[config.mk]
export PLATFORM = sky130hd
export DESIGN_NAME = gpio_bank_port
export DESIGN_NICKNAME = d
export VERILOG_FILES = /design/src/rtl/gpio_port_pkg.sv /design/src/rtl/gpio_sync.sv /design/src/rtl/gpio_pin_slice.sv /design/src/rtl/gpio_bank_port.sv
export SDC_FILE = /design/constraint.sdc
export NUM_CORES = 1
export LEC_CHECK = 0
export BUFFER_PORTS_ARGS = -buffer_cell sky130_fd_sc_hd__buf_2
export CAP_MARGIN = 30
export CORE_MARGIN = 2
export CORE_UTILIZATION = 35
export DETAILED_ROUTE_END_ITERATION = 7
export GPL_TIMING_DRIVEN = 0
export PLACE_DENSITY = 0.59
export SYNTH_ARGS = -nofsm -noshare
export SYNTH_HDL_FRONTEND = slang
export SYNTH_SLANG_ARGS = --single-unit
[constraint.sdc]
create_clock -name clk_i -period 1.4 [get_ports clk_i]
set_input_delay 0.28 -clock clk_i [delete_from_list [all_inputs] [get_ports clk_i]]
set_output_delay 0.28 -clock clk_i [all_outputs]
set_load 0.01 [all_outputs]
[src/rtl/gpio_port_pkg.sv]
package gpio_port_pkg;
  typedef enum logic {
    RD_SRC_PIN   = 1'b0,
    RD_SRC_LATCH = 1'b1
  } rd_src_e;
endpackage

[src/rtl/gpio_sync.sv]
module gpio_sync #(
  parameter int WIDTH  = 8,
  parameter int STAGES = 2
) (
  input  logic             clk_i,
  input  logic             rst_ni,
  input  logic [WIDTH-1:0] d_i,
  output logic [WIDTH-1:0] q_o
);
  logic [STAGES-1:0][WIDTH-1:0] stage_q;

  always_ff @(posedge clk_i or negedge rst_ni) begin
    if (!rst_ni) begin
      stage_q <= '0;
    end else begin
      stage_q[0] <= d_i;
      for (int s = 1; s < STAGES; s++) stage_q[s] <= stage_q[s-1];
    end
  end

  assign q_o = stage_q[STAGES-1];
endmodule

[src/rtl/gpio_pin_slice.sv]
module gpio_pin_slice
  import gpio_port_pkg::*;
#(
  parameter bit IS_TCMP = 1'b0
) (
  input  logic clk_i,
  input  logic rst_ni,
  input  logic dir_we_i,
  input  logic dat_we_i,
  input  logic wbit_i,
  input  logic pin_sync_i,
  input  logic pen_i,
  input  logic pval_i,
  output logic dir_o,
  output logic oe_o,
  output logic out_o,
  output logic rd_o
);
  logic    dir_q;
  rd_src_e rd_src;

  always_ff @(posedge clk_i or negedge rst_ni) begin
    if (!rst_ni)       dir_q <= 1'b0;
    else if (dir_we_i) dir_q <= wbit_i;
  end

  assign dir_o = dir_q;
  assign oe_o  = dir_q | pen_i;

  if (IS_TCMP) begin : g_tcmp
    // timer compare owns the pin value; no latch stored here
    logic tcmp_unused;
    assign tcmp_unused = dat_we_i ^ wbit_i;
    assign rd_src = RD_SRC_PIN;
    assign out_o  = pval_i;
    assign rd_o   = pin_sync_i;
  end else begin : g_gen
    logic lat_q;
    // latch deliberately has no reset value
    always_ff @(posedge clk_i) begin
      if (dat_we_i) lat_q <= wbit_i;
    end
    assign rd_src = dir_q ? RD_SRC_LATCH : RD_SRC_PIN;
    assign out_o  = pen_i ? pval_i : lat_q;
    assign rd_o   = (rd_src == RD_SRC_LATCH) ? lat_q : pin_sync_i;
  end
endmodule

[src/rtl/gpio_bank_port.sv]
module gpio_bank_port #(
  parameter int WIDTH       = 8,
  parameter int TCMP_BIT    = 3,
  parameter int SYNC_STAGES = 2
) (
  input  logic             clk_i,
  input  logic             rst_ni,
  input  logic             acc_en_i,
  input  logic             wr_en_i,
  input  logic             map_sel_i,
  input  logic [WIDTH-1:0] wdata_i,
  output logic [WIDTH-1:0] rdata_o,
  input  logic [WIDTH-1:0] periph_en_i,
  input  logic [WIDTH-1:0] periph_val_i,
  input  logic [WIDTH-1:0] pad_in_i,
  output logic [WIDTH-1:0] pad_oe_o,
  output logic [WIDTH-1:0] pad_out_o
);
  localparam int TB = TCMP_BIT;

  logic             wr_hit, dir_we, dat_we;
  logic [WIDTH-1:0] pin_sync, dir_vec, rd_vec;

  assign wr_hit = acc_en_i & wr_en_i;
  assign dir_we = wr_hit & map_sel_i;
  assign dat_we = wr_hit & ~map_sel_i;

  gpio_sync #(.WIDTH(WIDTH), .STAGES(SYNC_STAGES)) u_sync (
    .clk_i (clk_i),
    .rst_ni(rst_ni),
    .d_i   (pad_in_i),
    .q_o   (pin_sync)
  );

  for (genvar i = 0; i < WIDTH; i++) begin : g_pin
    gpio_pin_slice #(.IS_TCMP(i == TB)) u_slice (
      .clk_i     (clk_i),
      .rst_ni    (rst_ni),
      .dir_we_i  (dir_we),
      .dat_we_i  (dat_we),
      .wbit_i    (wdata_i[i]),
      .pin_sync_i(pin_sync[i]),
      .pen_i     (periph_en_i[i]),
      .pval_i    (periph_val_i[i]),
      .dir_o     (dir_vec[i]),
      .oe_o      (pad_oe_o[i]),
      .out_o     (pad_out_o[i]),
      .rd_o      (rd_vec[i])
    );

    AST_OWNED_PIN_STABLE: assert property (@(posedge clk_i) disable iff (!rst_ni)
      (periph_en_i[i] && $past(periph_en_i[i]) && $stable(periph_val_i[i]))
        |-> $stable(pad_out_o[i])) else $error("owned pin moved");
  end

  assign rdata_o = map_sel_i ? dir_vec : rd_vec;

  always @(posedge clk_i) begin
    if (!rst_ni) AST_RESET_DIR: assert (dir_vec == '0 && pad_oe_o == periph_en_i)
      else $error("reset state");
  end

  AST_DIR_HOLD: assert property (@(posedge clk_i) disable iff (!rst_ni)
    !(acc_en_i && wr_en_i && map_sel_i) |=> $stable(dir_vec))
    else $error("dir changed");
  AST_DIR_LOAD: assert property (@(posedge clk_i) disable iff (!rst_ni)
    (acc_en_i && wr_en_i && map_sel_i) |=> dir_vec == $past(wdata_i))
    else $error("dir load");
  AST_TCMP_DRIVE: assert property (@(posedge clk_i) disable iff (!rst_ni)
    pad_oe_o[TB] |-> pad_out_o[TB] == periph_val_i[TB])
    else $error("tcmp value");
  AST_TCMP_READ: assert property (@(posedge clk_i) disable iff (!rst_ni)
    !map_sel_i |-> rdata_o[TB] == pin_sync[TB])
    else $error("tcmp read");
  AST_DIR_OUTPUT: assert property (@(posedge clk_i) disable iff (!rst_ni)
    (pad_oe_o & ~periph_en_i) == (dir_vec & ~periph_en_i))
    else $error("oe vs dir");
endmodule

# Word level (Yosys, flattened, before mapping)
# Index checks and enable logic that the tools add are counted.
# word_totals
register_bits,31
out_inout_bits,24
word_cells,51
# classes
mux,22
n_bitwise,12
# op_table
operator,n
2-to-1 mux 1 bit,21
2-to-1 mux 8 bit,1
OR 1 bit,8
AND 1 bit,3
inverter 1 bit,1

# Depth between registers and ports, before layout
# logic_depth
depth_word,3
mapped_depth,3
mapped_depth_nobuf,2

# Hierarchy
# A second synthesis with hierarchy kept.
# unflattened
hier_cells,82
hier_area_um2,1388.8
# by_module_without_submodules
module,instances,cells_each,area_each_um2
gpio_pin_slice at g_pin[0].u_slice ...,7,6,102.6
gpio_sync,1,24,460.4
gpio_bank_port,1,11,148.9
gpio_pin_slice at g_pin[3].u_slice,1,5,61.3

# Worst setup path after synthesis
# No wires, ideal clock.
# synth_timing
kind,input-to-reg
start,in map_sel_i
end,reg g_pin[0].u_slice.g_gen.lat_q (enable)
setup_ps,360
arrival_time_ps,771
required_ps,1040
slack_ps,269
stages,2
cell_sequence,buf_2 > nor2_1
# synth_between
elab_chain_len,2
# synth_lines
item,line,rtl
from (decl),gpio_bank_port.sv:10,"input logic map_sel_i,"
inverter 1 bit,gpio_bank_port.sv:26,assign dat_we = wr_hit & ~map_sel_i;
AND 1 bit,gpio_bank_port.sv:26,
via dat_we,gpio_bank_port.sv:21,"logic wr_hit, dir_we, dat_we;"
to (signal assigned),gpio_pin_slice.sv:41,if (dat_we_i) lat_q <= wbit_i;
to (decl),gpio_pin_slice.sv:38,logic lat_q;
# The timed path passes the listed nets, and every way through them passes these cells.
# A chain may end at the register's enable or synchronous reset.

# Worst setup path in the final report
# layout_timing
start,reg g_pin[0].u_slice.g_gen.lat_q
end,out pad_out_o[0]
# layout_between
elab_chain_len,1
# layout_lines
item,line,rtl
2-to-1 mux 1 bit,gpio_pin_slice.sv:44,assign out_o = pen_i ? pval_i : lat_q;
to (decl),gpio_bank_port.sv:17,output logic [WIDTH-1:0] pad_out_o
# No other way between the ends.

==> run metrics <==
outcome finished, final reports clean; Place WS -0.162 ns; placed cell area 0.00165 mm^2; initial antenna violation count 0; crit share post-route 0.988; Crit-path slowest cell edfxtp_1; Remaining Overflow, GRT 0; Area growth syn-to-layout 44.1%; Fin. Hold Viols 0; Worst Setup End Kind primary output; Rows 22; P_sw 0.532 mW; H-tree levels 2; pins over their slew limit 0; synthesized net count 133; sw frac 0.237; critical-path cell list mux2_4 > buf_6; vias 882; worst vdd ir 669 uV; DRT Pass-1 Iters 3; clk root buf clkbuf_8; endpoints failing setup 0; Chip Height 64.9 um; Clock power frac 0.306; power per cell area 1200 mW/mm^2; Gate power share 0.233; largest net degree at the start of global routing 25; Mapped Cells 96; Fin Hold WS 0.106 ns; minimum clock period 1.38 ns; first-pass GRT wire length 4.12 mm; Clock Skew 0.00443 ns; RD Place Congestion 0.680; area occupied by multi-input gates 417 um^2; # nets final 194; Clock Latency Late Sink 0.27 ns; DR iter-0 viols 15; Pwr Total 2.25 mW; relative slew slack 0.585; P_leak 0.882 nW; Synth cell types 11; CTS sink count 31; Post-Syn Area 0.00130 mm^2; GRT Util Overall 0.135; Worst-Margin Slew 0.621 ns; CP required 1.12 ns; clk buf depth 2; Util after Layout 0.518; Seq cells post-synth 31; IO Pins 61; Pint 1.72 mW; unrepaired setup endpoints after global routing true; Die X 64.9 um; highest clock rate 723 MHz; die area 0.00421 mm^2; Initial Utilization 0.360; non-filler cells, final 206; max_cap viols 0; Syn. warnings 0; final instance area 0.00187 mm^2; CP Class flop to primary output; diode count 0; CTS tree built; Layout fillers 348; layout cells sized above 1 0.677; CP Launch Type flop; final worst slack 0.0170 ns; setup TNS 0 ns; DRC Markers 0; power share of the sequential group 0.462; routed wire length 2.51 mm; Buffers on Ports 59; Inst Count DP 203; Avg WL per Cell 12.2 um; CP Max Fanout 2; ANT nets after route 0; vias in the first global route 936; Reg area 811 um^2; register area share after synthesis 0.625; Num CTS Buffers 5; vias per inst 4.28; slowest stage delay, CP 0.41 ns; DP HPWL 1.83 mm; CORE AREA 0.00361 mm^2; HP Class input pin to flop; clk slew on worst S/H paths 0.06 ns; Mean Syn Cell Area 13.5 um^2; Worst Path Arrival 1.10 ns
-- worst paths after layout --
check,cells after the start,slack [ns],startpoint,end
max reg2reg,2,0.51,g_pin[7].u_slice.dir_o,g_pin[7].u_slice.dir_o
min reg2reg,0,0.35,u_sync.stage_q[5],u_sync.q_o[5]
max in group asynchronous,2,0.50,rst_ni,u_sync.stage_q[5]
min in group asynchronous,2,0.54,rst_ni,u_sync.q_o[6]
max,2,0.02,g_pin[0].u_slice.g_gen.lat_q,pad_out_o[0]
min,1,0.11,pad_in_i[1],u_sync.stage_q[1]
-- cell usage after synthesis, drive strengths merged --
master  count  share of area
nor2        1         0.0029
buf        17          0.096
nand2b      7          0.034
nand3       1         0.0077
o21ai      14          0.054
mux2       16           0.14
or2         8          0.039
dfrtp      24           0.46
edfxtp      7           0.16
nand2       1         0.0029
-- layer usage --
metal / track usage / vias up / share of wire
met5: 0 / - / 0
met4: 0.0638 / 0 / 0.011
met3: 0.0521 / 2 / 0.054
met2: 0.229 / 27 / 0.55
met1: 0.146 / 419 / 0.39
li1: - / 434 / -
-- flip-flops by register name, summed over array words and instances, names as in the netlist --
signal,count
g_pin.u_slice.g_gen.lat_q,7
g_pin.u_slice.dir_o,8
u_sync.q_o,8
u_sync.stage_q,8
-- critical path, delay by kind of cell, from the launching register on --
| family | cells | cell delay [ns] |
|---|---|---|
| DFF | 1 | 0.41 |
| buffers and inverters | 1 | 0.12 |
| muxes | 1 | 0.30 |
-- layout by cell type, fill, tap and decap left out, types with 2 or more instances in the layout --
master,n
clkbuf_8,6
mux2_4,7
mux2_2,9
buf_4,7
edfxtp_1,7
o21ai_0,2
o21ai_1,7
nand2b_1,7
or2_2,4
buf_6,18
o21ai_2,5
or2_4,4
buf_2,45
dfrtp_1,24
-- what timing repair did --
action	4_1_cts	5_1_grt
hold buffers	1	0
pin swaps	1	4
hold endpoints to repair	18	0
gates cloned	0	1
setup buffers	7	1
resized for setup	26	21
endpoints found under the setup margin	16	13
-- power by group through the flow --
stage | Sequential (mW) | Combinational (mW) | Clock [mW]
after global routing | 1.05 | 0.570 | 0.770
after CTS | 1.03 | 0.508 | 0.719
final | 1.04 | 0.524 | 0.687
after detailed placement | 1.06 | 0.402 | 0
after floorplan | 1.05 | 0.239 | 0
after global placement | 1.06 | 0.393 | 0
-- area by class of cell --
class	count	share of cell area
plain buffers	2	0.0100
clock buffers	7	0.0462
clock inverters	1	0.00268
multi-input cells	48	0.223
flip-flops and latches	31	0.434
well taps	48	0.0321
repair buffers	69	0.252
-- cell families after synthesis --
logic type | Yosys count | share of synthesized area
muxes | 16 | 0.139
and+or+nand+nor | 18 | 0.0858
buffers and inverters | 17 | 0.0964
AOI/OAI and AO/OA | 14 | 0.0540
DFF | 31 | 0.625
(Power assumes the default switching activity.)
